### src/rtl/ringacc_pkg.sv
package ringacc_pkg;
  typedef enum logic [2:0] {
    OP_INIT  = 3'd0,
    OP_EMPTY = 3'd1,
    OP_FULL  = 3'd2,
    OP_GET   = 3'd3,
    OP_GETW  = 3'd4,
    OP_PUT   = 3'd5
  } rop_e;

  typedef enum logic [2:0] {
    SG_MASK, SG_IN, SG_OUT, SG_PEER, SG_DRD, SG_DWR, SG_IDXW
  } step_e;

  typedef enum logic [2:0] {
    FS_IDLE, FS_DISP, FS_ACQ, FS_ACC, FS_REL, FS_DONE
  } fsm_e;
endpackage

### src/rtl/ringacc_desc.sv
module ringacc_desc #(
  parameter int NCH = 4,
  parameter int AW  = 16,
  parameter int IW  = 8,
  localparam int CHW = (NCH > 1) ? $clog2(NCH) : 1
) (
  input  logic           clk,
  input  logic           rst_n,
  input  logic [CHW-1:0] sel,
  input  logic           base_we,
  input  logic [AW-1:0]  base_wd,
  input  logic           hdr_we,
  input  logic [IW-1:0]  mask_wd,
  input  logic [IW-1:0]  in_wd,
  input  logic [IW-1:0]  out_wd,
  input  logic           in_we,
  input  logic           out_we,
  input  logic [IW-1:0]  idx_wd,
  output logic [AW-1:0]  base_o,
  output logic [IW-1:0]  mask_o,
  output logic [IW-1:0]  in_o,
  output logic [IW-1:0]  out_o
);
  logic [AW-1:0] base_a [NCH];
  logic [IW-1:0] mask_a [NCH];
  logic [IW-1:0] in_a   [NCH];
  logic [IW-1:0] out_a  [NCH];

  for (genvar g = 0; g < NCH; g++) begin : g_chan
    logic          hit;
    logic [AW-1:0] b_q;
    logic [IW-1:0] m_q, i_q, o_q;
    assign hit = (sel == CHW'(g));
    always_ff @(posedge clk or negedge rst_n) begin
      if (!rst_n) begin
        b_q <= '0; m_q <= '0; i_q <= '0; o_q <= '0;
      end else if (hit) begin
        if (base_we) b_q <= base_wd;
        if (hdr_we) begin
          m_q <= mask_wd; i_q <= in_wd; o_q <= out_wd;
        end
        if (in_we)  i_q <= idx_wd;
        if (out_we) o_q <= idx_wd;
      end
    end
    assign base_a[g] = b_q;
    assign mask_a[g] = m_q;
    assign in_a[g]   = i_q;
    assign out_a[g]  = o_q;
  end

  assign base_o = base_a[sel];
  assign mask_o = mask_a[sel];
  assign in_o   = in_a[sel];
  assign out_o  = out_a[sel];
endmodule

### src/rtl/ringacc_ctrl.sv
module ringacc_ctrl
  import ringacc_pkg::*;
#(
  parameter int NCH = 4,
  parameter int AW  = 16,
  parameter int IW  = 8,
  localparam int CHW = (NCH > 1) ? $clog2(NCH) : 1
) (
  input  logic           clk,
  input  logic           rst_n,
  input  logic           cmd_valid,
  input  logic [2:0]     cmd_op,
  input  logic [CHW-1:0] cmd_ch,
  input  logic [AW-1:0]  cmd_arg,
  output logic           cmd_ready,
  output logic           rsp_valid,
  output logic [IW-1:0]  rsp_data,
  output logic           rsp_flag,
  output logic           rsp_err,
  output logic           bus_req,
  input  logic           bus_gnt,
  input  logic           bus_deny,
  output logic           mem_req,
  output logic           mem_we,
  output logic [AW-1:0]  mem_addr,
  output logic [IW-1:0]  mem_wdata,
  input  logic           mem_ack,
  input  logic [IW-1:0]  mem_rdata,
  output logic [CHW-1:0] sel,
  output logic           base_we,
  output logic [AW-1:0]  base_wd,
  output logic           hdr_we,
  output logic [IW-1:0]  mask_wd,
  output logic [IW-1:0]  in_wd,
  output logic [IW-1:0]  out_wd,
  output logic           in_we,
  output logic           out_we,
  output logic [IW-1:0]  idx_wd,
  input  logic [AW-1:0]  d_base,
  input  logic [IW-1:0]  d_mask,
  input  logic [IW-1:0]  d_in,
  input  logic [IW-1:0]  d_out
);
  function automatic logic [IW-1:0] ring_next(input logic [IW-1:0] i, input logic [IW-1:0] m);
    return (i + 1'b1) & m;
  endfunction

  function automatic logic [AW-1:0] below(input logic [AW-1:0] b, input logic [1:0] k);
    return b - AW'(k);
  endfunction

  function automatic logic [AW-1:0] slot(input logic [AW-1:0] b, input logic [IW-1:0] i);
    return b + AW'(i);
  endfunction

  fsm_e           st;
  rop_e           op_q;
  step_e          sg;
  logic [CHW-1:0] ch_q;
  logic [AW-1:0]  arg_q;
  logic           pend, poll;
  logic [IW-1:0]  t_mask, t_in;
  logic [IW-1:0]  r_data;
  logic           r_flag, r_err;

  // named events for the assertions and the step decode
  logic is_fetch, chan_on, acc_ack, empty_hit, full_hit;
  assign is_fetch  = (op_q == OP_GET) || (op_q == OP_GETW);
  assign chan_on   = (op_q == OP_INIT) ? (arg_q != '0) : (d_base != '0);
  assign acc_ack   = (st == FS_ACC) && mem_ack;
  assign empty_hit = (mem_rdata == d_out);
  assign full_hit  = (ring_next(d_in, d_mask) == mem_rdata);

  assign cmd_ready = (st == FS_IDLE);
  assign rsp_valid = (st == FS_DONE);
  assign rsp_data  = r_data;
  assign rsp_flag  = r_flag;
  assign rsp_err   = r_err;
  assign bus_req   = (st == FS_ACQ) || (st == FS_ACC);
  assign mem_req   = (st == FS_ACC) && !pend;
  assign mem_we    = (sg == SG_DWR) || (sg == SG_IDXW);

  always_comb begin
    case (sg)
      SG_MASK: mem_addr = below(d_base, 2'd3);
      SG_IN:   mem_addr = below(d_base, 2'd2);
      SG_OUT:  mem_addr = below(d_base, 2'd1);
      SG_PEER: mem_addr = (op_q == OP_EMPTY || is_fetch) ? below(d_base, 2'd2) : below(d_base, 2'd1);
      SG_DRD:  mem_addr = slot(d_base, d_out);
      SG_DWR:  mem_addr = slot(d_base, d_in);
      SG_IDXW: mem_addr = is_fetch ? below(d_base, 2'd1) : below(d_base, 2'd2);
      default: mem_addr = d_base;
    endcase
  end

  always_comb begin
    if (sg == SG_DWR)      mem_wdata = arg_q[IW-1:0];
    else if (is_fetch)     mem_wdata = ring_next(d_out, d_mask);
    else                   mem_wdata = ring_next(d_in, d_mask);
  end

  assign sel     = ch_q;
  assign base_we = (st == FS_DISP) && (op_q == OP_INIT);
  assign base_wd = arg_q;
  assign hdr_we  = acc_ack && (sg == SG_OUT);
  assign mask_wd = t_mask;
  assign in_wd   = t_in;
  assign out_wd  = mem_rdata;
  assign out_we  = acc_ack && (sg == SG_IDXW) && is_fetch;
  assign in_we   = acc_ack && (sg == SG_IDXW) && !is_fetch;
  assign idx_wd  = mem_wdata;

  always_ff @(posedge clk or negedge rst_n) begin
    if (!rst_n) begin
      st <= FS_IDLE; op_q <= OP_INIT; sg <= SG_MASK; ch_q <= '0; arg_q <= '0;
      pend <= 1'b0; poll <= 1'b0; t_mask <= '0; t_in <= '0;
      r_data <= '0; r_flag <= 1'b0; r_err <= 1'b0;
    end else begin
      case (st)
        FS_IDLE: if (cmd_valid) begin
          op_q <= rop_e'(cmd_op); ch_q <= cmd_ch; arg_q <= cmd_arg;
          r_data <= '0; r_flag <= 1'b0; r_err <= 1'b0; poll <= 1'b0;
          st <= FS_DISP;
        end
        FS_DISP: begin
          if (!chan_on) begin
            r_flag <= !(op_q == OP_INIT || op_q == OP_FULL);
            st <= FS_DONE;
          end else st <= FS_ACQ;
        end
        FS_ACQ: begin
          if (bus_deny) begin
            r_err <= 1'b1; st <= FS_DONE;
          end else if (bus_gnt) begin
            sg <= (op_q == OP_INIT) ? SG_MASK : SG_PEER;
            pend <= 1'b0; st <= FS_ACC;
          end
        end
        FS_ACC: begin
          if (!pend) pend <= 1'b1;
          if (mem_ack) begin
            pend <= 1'b0;
            case (sg)
              SG_MASK: begin t_mask <= mem_rdata; sg <= SG_IN; end
              SG_IN:   begin t_in <= mem_rdata; sg <= SG_OUT; end
              SG_PEER: begin
                if (op_q == OP_EMPTY) begin
                  r_flag <= empty_hit; st <= FS_REL;
                end else if (op_q == OP_FULL) begin
                  r_flag <= full_hit; st <= FS_REL;
                end else if (is_fetch) begin
                  if (empty_hit) begin
                    if (op_q == OP_GETW) poll <= 1'b1; else r_flag <= 1'b1;
                    st <= FS_REL;
                  end else sg <= SG_DRD;
                end else begin
                  if (full_hit) begin poll <= 1'b1; st <= FS_REL; end
                  else sg <= SG_DWR;
                end
              end
              SG_DRD:  begin r_data <= mem_rdata; sg <= SG_IDXW; end
              SG_DWR:  sg <= SG_IDXW;
              default: st <= FS_REL;
            endcase
          end
        end
        FS_REL: begin
          if (poll) begin poll <= 1'b0; st <= FS_ACQ; end
          else st <= FS_DONE;
        end
        FS_DONE: st <= FS_IDLE;
        default: st <= FS_IDLE;
      endcase
    end
  end

  // memory strobes only inside a granted ownership window
  p_mem_owned_r9: assert property (@(posedge clk) disable iff (!rst_n)
    mem_req |-> (bus_req && bus_gnt));

  // no second strobe before the acknowledge of the first
  p_one_access_r9: assert property (@(posedge clk) disable iff (!rst_n)
    (mem_req && !mem_ack) |=> !mem_req);

  // a disabled channel never takes the bus
  p_disabled_quiet_r2: assert property (@(posedge clk) disable iff (!rst_n)
    bus_req |-> (d_base != '0));

  // response only with the bus released, idle afterwards
  p_resp_released_r12: assert property (@(posedge clk) disable iff (!rst_n)
    rsp_valid |-> !bus_req);
  p_resp_then_ready_r12: assert property (@(posedge clk) disable iff (!rst_n)
    rsp_valid |=> (cmd_ready && !rsp_valid));

  // a committed index stays inside the ring
  p_index_wrap_r7: assert property (@(posedge clk) disable iff (!rst_n)
    (in_we || out_we) |-> ((idx_wd & ~d_mask) == '0));
endmodule

### src/rtl/ringacc_top.sv
module ringacc_top #(
  parameter int NCH = 4,
  parameter int AW  = 16,
  parameter int IW  = 8,
  localparam int CHW = (NCH > 1) ? $clog2(NCH) : 1
) (
  input  logic           clk,
  input  logic           rst_n,
  input  logic           cmd_valid,
  input  logic [2:0]     cmd_op,
  input  logic [CHW-1:0] cmd_ch,
  input  logic [AW-1:0]  cmd_arg,
  output logic           cmd_ready,
  output logic           rsp_valid,
  output logic [IW-1:0]  rsp_data,
  output logic           rsp_flag,
  output logic           rsp_err,
  output logic           bus_req,
  input  logic           bus_gnt,
  input  logic           bus_deny,
  output logic           mem_req,
  output logic           mem_we,
  output logic [AW-1:0]  mem_addr,
  output logic [IW-1:0]  mem_wdata,
  input  logic           mem_ack,
  input  logic [IW-1:0]  mem_rdata
);
  logic [CHW-1:0] sel;
  logic           base_we, hdr_we, in_we, out_we;
  logic [AW-1:0]  base_wd, d_base;
  logic [IW-1:0]  mask_wd, in_wd, out_wd, idx_wd, d_mask, d_in, d_out;

  ringacc_ctrl #(.NCH(NCH), .AW(AW), .IW(IW)) u_ctrl (
    .clk(clk), .rst_n(rst_n),
    .cmd_valid(cmd_valid), .cmd_op(cmd_op), .cmd_ch(cmd_ch), .cmd_arg(cmd_arg),
    .cmd_ready(cmd_ready), .rsp_valid(rsp_valid), .rsp_data(rsp_data),
    .rsp_flag(rsp_flag), .rsp_err(rsp_err),
    .bus_req(bus_req), .bus_gnt(bus_gnt), .bus_deny(bus_deny),
    .mem_req(mem_req), .mem_we(mem_we), .mem_addr(mem_addr), .mem_wdata(mem_wdata),
    .mem_ack(mem_ack), .mem_rdata(mem_rdata),
    .sel(sel), .base_we(base_we), .base_wd(base_wd), .hdr_we(hdr_we),
    .mask_wd(mask_wd), .in_wd(in_wd), .out_wd(out_wd),
    .in_we(in_we), .out_we(out_we), .idx_wd(idx_wd),
    .d_base(d_base), .d_mask(d_mask), .d_in(d_in), .d_out(d_out)
  );

  ringacc_desc #(.NCH(NCH), .AW(AW), .IW(IW)) u_desc (
    .clk(clk), .rst_n(rst_n), .sel(sel),
    .base_we(base_we), .base_wd(base_wd), .hdr_we(hdr_we),
    .mask_wd(mask_wd), .in_wd(in_wd), .out_wd(out_wd),
    .in_we(in_we), .out_we(out_we), .idx_wd(idx_wd),
    .base_o(d_base), .mask_o(d_mask), .in_o(d_in), .out_o(d_out)
  );
endmodule

### config.mk
export PLATFORM = sky130hd
export DESIGN_NAME = ringacc_top
export DESIGN_NICKNAME = d
export VERILOG_FILES = /design/src/rtl/ringacc_pkg.sv /design/src/rtl/ringacc_desc.sv /design/src/rtl/ringacc_ctrl.sv /design/src/rtl/ringacc_top.sv
export SDC_FILE = /design/constraint.sdc
export NUM_CORES = 1
export LEC_CHECK = 0
export ABC_AREA = 1
export BUFFER_PORTS_ARGS = -buffer_cell sky130_fd_sc_hd__buf_4
export CORE_MARGIN = 10
export CORE_UTILIZATION = 60
export CTS_CLUSTER_SIZE = 10
export DETAILED_ROUTE_END_ITERATION = 16
export GPL_TIMING_DRIVEN = 0
export MAX_ROUTING_LAYER = met4
export PLACE_DENSITY = 0.77
export SYNTH_ARGS = -nofsm -noshare
export SYNTH_HDL_FRONTEND = slang
export SYNTH_HIERARCHICAL = 1
export SYNTH_SLANG_ARGS = --single-unit
### constraint.sdc
create_clock -name clk -period 8.1 [get_ports clk]
set_input_delay 0.405 -clock clk [delete_from_list [all_inputs] [get_ports clk]]
set_output_delay 0.405 -clock clk [all_outputs]
set_load 0.1 [all_outputs]
# == Word-level counts from Yosys, hierarchy flattened ==
# Cells that the tools add are included.
# op_classes
addsub,7
n_lt_le_gt_ge,1
n_eq_ne,45
muxes,75
bitwise_logic,3
n_reduce_logical,56
# ops
operator,count
two-way mux 8 bit,15
one-hot mux 16 bit (7 select lines),1
two-way mux 16 bit,4
two-way mux 3 bit,19
binary-select mux 8 bit (select 2 bit),3
AND reduction 2 bit,17
adder 16 x 8 -> 16 bit,2
binary-select mux 16 bit (select 2 bit),1
nonzero test 16 bit,2
"subtractor 16 x 2 -> 16 bit, second input constant",2
two-way mux 1 bit,22
"inequality test 2 bit, second input constant",11
"== test 3 x 2 -> 1 bit, second input constant",6
"== test 3 bit, second input constant",6
AND reduction 9 bit,2
"adder 8 x 1 -> 8 bit, second input constant",2
AND 8 bit,2
== test 8 bit,2
one-hot mux 8 bit (2 select lines),1
"subtractor 16 x 1 -> 16 bit, second input constant",1
"inequality test 3 bit, second input constant",5
one-hot mux 3 bit (5 select lines),1
"inequality test 4 x 3 -> 1 bit, second input constant",3
one-hot mux 3 bit (2 select lines),2
27 further kinds,55
# word_totals
ff_bits,215
output_inout_bits,39
elab_cells,215

# == Longest topological paths before layout ==
# depth
word_depth,14
ltp_mapped,21
ltp_nobuf,19

# == Hierarchy ==
# Netlist, hierarchy kept.
# modules_own_cells
mod,n_inst,cells_each,area_each_um2,seq_area_each_um2
ringacc_desc,1,1139,7827.5,4003.8
ringacc_ctrl,1,821,5378.9,1376.3

# == Least setup slack after synthesis ==
# Ideal clock, no wire load.
# synth_path
kind,register to output
start,reg u_ctrl.sg[1]
end,out mem_addr[14]
arrival_time_ns,4.038
setup_slack_ns,3.657
path_stages_with_launch,16
n_path_buf,1
path_cell_list,dfrtp_1 -> nor2_2 -> inv_2 -> nor2_2 -> buf_2 -> a22oi_1 -> ha_1 -> fa_1 -> inv_1 -> nor2_1 -> or2_2 -> nand3_1 -> nand2_1 -> a21oi_1 -> o21ai_0 -> a21oi_1
# synth_between
elab_chain_len,2
elab_cells_between_ends,8
classes_between,eq/ne: 6; mux: 1; reduce/logical: 1
# synth_lines
element,line,source
"start, declared",ringacc_ctrl.sv:58,step_e sg;
"start signal, assigned",ringacc_ctrl.sv:135,sg <= (op_q == OP_INIT) ? SG_MASK : SG_PEER;
"== test 3 bit, or another cell as far along",ringacc_ctrl.sv:84,case (sg)
one-hot mux 16 bit (7 select lines) (*),ringacc_ctrl.sv:84,
"end, declared",ringacc_top.sv:23,"output logic [AW-1:0] mem_addr,"
# Every way passes the cells marked *; elsewhere a longest branch is shown, timed or not.

# == Final worst setup path ==
# layout_path
start,reg u_ctrl.sg[1]
end,out mem_addr[8]
# The elaborated chain is that of the path after synthesis.

==> results by group <==
Floorplan
  – Die Width: 168 um
  – Ports: 74
  – Die Ht: 168 um
  – FP Rows: 54
  – Die area: 28300 um2
  – Initial core utilization: 60.7%
  – Core ar.: 21800 um2

CTS
  – Max H-tree Level: 1
  – CTS tree: done
  – CTS Sinks: 215
  – Clock Pin Slew Worst Setup and Hold Paths: 60 ps
  – CTS root buffer: clkbuf_16
  – Postcts setup bufs: 0
  – Clock Path Buffers: 3
  – Clk Latency, worst-skew pair: 540 ps
  – Post_cts resized: 0
  – Total CTS buffers: 26
  – CTS Hold Bufs: 0

Final layout
  – Area growth, synth to finish: 12.5%
  – Filler cells: 1945
  – Area of the multi-input gates: 7000 um2
  – Share of layout cells above drive strength 1: 11.4%
  – FF+latch area: 5380 um2
  – Fin cells: 2346
  – Diode count: 0
  – Final nets: 2121

Synthesis
  – Synth Flop Type: dfrtp_1
  – Area leader, netlist: dfrtp_1
  – Yosys top cell area share: 40.7%
  – Yosys warns: 6
  – Number of enable flip-flop cells after synthesis: 0
  – Cell variety after synth: 59
  – Main area contributors after synthesis: dfrtp_1 41%, nand2_1 30%, nand3_1 3.2%
  – Synth Instances: 1960
  – Most numerous cell in the Yosys netlist: nand2_1
  – Avg Cell Area, Syn: 6.74 um2
  – Post-synthesis cell area: 13200 um2
  – Post-synthesis sequential area ratio: 40.7%
  – Synthesis-stage register bit count: 215
  – Synth Net Count: 2019
  – Synth cell count leaders: 1039 x nand2_1, 215 x dfrtp_1, 103 x nor2_1
  – Ys async rst share: 100%

Run status
  – Outcome: complete, but fails checks
  – Failing checks: hold timing

Timing
  – Slew at the pin with the worst max-slew slack: 1020 ps
  – Max Slew Vio Count: 0
  – Worst slew margin: 31.5%
  – Setup ws final: 3290 ps
  – Setup violators final: 0
  – FMAX: 208 MHz
  – Hold_ws: -12.3 ps
  – Setup tns final: 0 ps
  – Final hold viol count: 13
  – Clock Skews: 30.2 ps
  – Unrepaired setup endpoints after global routing: no
  – Final Cycle Share: 59.3%
  – Min Tclk post-route: 4810 ps

Setup path
  – Crit path required time: 7700 ps
  – Critical Path Source Type: flop
  – Critical path type: flop to output port
  – Peak per-stage delay on the critical path: 510 ps
  – Worst R2R Path Depth: 17
  – CP Cell Sequence: nor2_2 -> inv_2 -> nor2_2 -> buf_2 -> a22oi_1 -> ha_1 -> fa_1 -> nand2_1 -> inv_1 -> nand2_1 -> nand2_1 -> a211oi_1 -> xor2_1 -> nor2_1 -> nor3_1 -> nor2_1 -> buf_4
  – Crit-path most repeated cell: nand2_1
  – Crit path capture type: output port
  – Worst path slowest cell: dfrtp_1
  – Critical Path AT: 4400 ps
  – Max FO, Critical Path: 10

Place
  – Dpl cells: 2314
  – GP Congestion: 1.01
  – DPL Wire Length: 31600 um
  – Pre-CTS setup slack: 4000 ps
  – Port Buffers: 73

Routing
  – DR iter-0 viols: 1701
  – Avg WL per Cell: 18.3 um
  – Wirelength, routed: 42800 um
  – # DRC: 0
  – Avg Vias per Cell: 5.64
  – Drt pass-1 iters: 6
  – Via count: 13200
  – DRT antenna net count: 0

Global routing
  – First-pass GRT wire length: 68500 um
  – Total gr overflow: 0
  – Largest net degree at the start of global routing: 120
  – Initial antenna violation count: 0
  – Number of global-route vias before repair: 12800
  – Total GRT Usage: 30.5%

Run
  – Max cap viols: 0

Min path
  – Min-delay worst type: primary input to async pin
[through the flow]
step	util (%)	area, um2
floorplan	-	13200
global placement	64.8	14100
detailed placement	65.0	14100
CTS	68.3	14900
global route	68.3	14900
finish	68.3	14900
[worst paths after layout]
check | start | end | slack, ps
min in group clk | cmd_ch[0] | u_ctrl/sel[0] | 90
min | rst_n | u_desc/g_chan[3].i_q[4] | -10
min reg2reg | u_desc/g_chan[0].m_q[5] | u_desc/g_chan[0].m_q[5] | 470
max reg2reg | u_ctrl/sel[1] | u_desc/g_chan[3].o_q[6] | 4510
max | u_ctrl/sg[1] | mem_addr[8] | 3290
max in group asynchronous | rst_n | u_desc/g_chan[0].o_q[6] | 7130
[cells in the final DEF, fill, tap and decap left out, types with 7 or more instances in the layout]
| cell type | n |
|---|---|
| a22oi_1 | 9 |
| a21oi_1 | 59 |
| nand3_1 | 85 |
| inv_2 | 12 |
| inv_1 | 89 |
| clkbuf_16 | 26 |
| nor3_1 | 13 |
| nand2_2 | 11 |
| nand4_1 | 13 |
| nand2_1 | 1039 |
| dfrtp_1 | 215 |
| xor2_1 | 13 |
| buf_1 | 9 |
| o21ai_1 | 7 |
| clkbuf_1 | 16 |
| xnor2_1 | 11 |
| o21ai_0 | 79 |
| nor2_2 | 19 |
| buf_2 | 37 |
| nor2_1 | 103 |
| ha_1 | 23 |
| buf_4 | 90 |
[layout make-up]
| type | count | area share [%] |
|---|---|---|
| well taps | 280 | 2.36 |
| clock buffers | 30 | 4.68 |
| flip-flops and latches | 215 | 36.2 |
| repair buffers | 74 | 3.92 |
| plain buffers | 81 | 2.87 |
| multi-input cells | 1558 | 47.1 |
| clock inverters | 2 | 0.168 |
| inverters | 106 | 2.71 |
[worst max-delay path, delay by kind of cell (launching register included)]
kind | cells | cell delay [ps]
fa+ha+maj | 2 | 660
buf+inv | 4 | 850
simple gates | 8 | 1220
xor+xnor | 1 | 120
flops | 1 | 510
compound gates | 2 | 480
[per-layer routing]
metal | routed length (um) | track usage (%) | share of wire (%)
met1 | 17100 | 37.6 | 40
met2 | 20700 | 50.7 | 48
met3 | 3550 | 4.68 | 8.3
met4 | 1470 | 9.65 | 3.4
met5 | 0 | - | 0
[kinds of logic after synthesis]
family	Yosys count	share of synthesized area (%)
flip-flops	215	40.7
adder cells (fa/ha/maj)	24	2.33
AND/OR/NAND/NOR	1310	40.2
buffers and inverters	187	6.28
AO/OA/AOI/OAI	196	8.50
multiplexers	4	0.341
XOR/XNOR	24	1.59
[flip-flops by register name, indices dropped and copies added, names as in the netlist]
register	count
u_ctrl/base_wd	16
u_ctrl/in_wd	8
u_ctrl/mask_wd	8
u_ctrl/op_q	3
u_ctrl/pend	1
u_ctrl/poll	1
u_ctrl/rsp_data	8
u_ctrl/rsp_err	1
u_ctrl/rsp_flag	1
u_ctrl/sel	2
u_ctrl/sg	3
u_ctrl/st	3
u_desc/g_chan.b_q	64
u_desc/g_chan.i_q	32
u_desc/g_chan.m_q	32
u_desc/g_chan.o_q	32
Power is left out: the tool's default activity adds up to more than one toggle a clock period on the data nets, which glitch-free logic cannot reach.
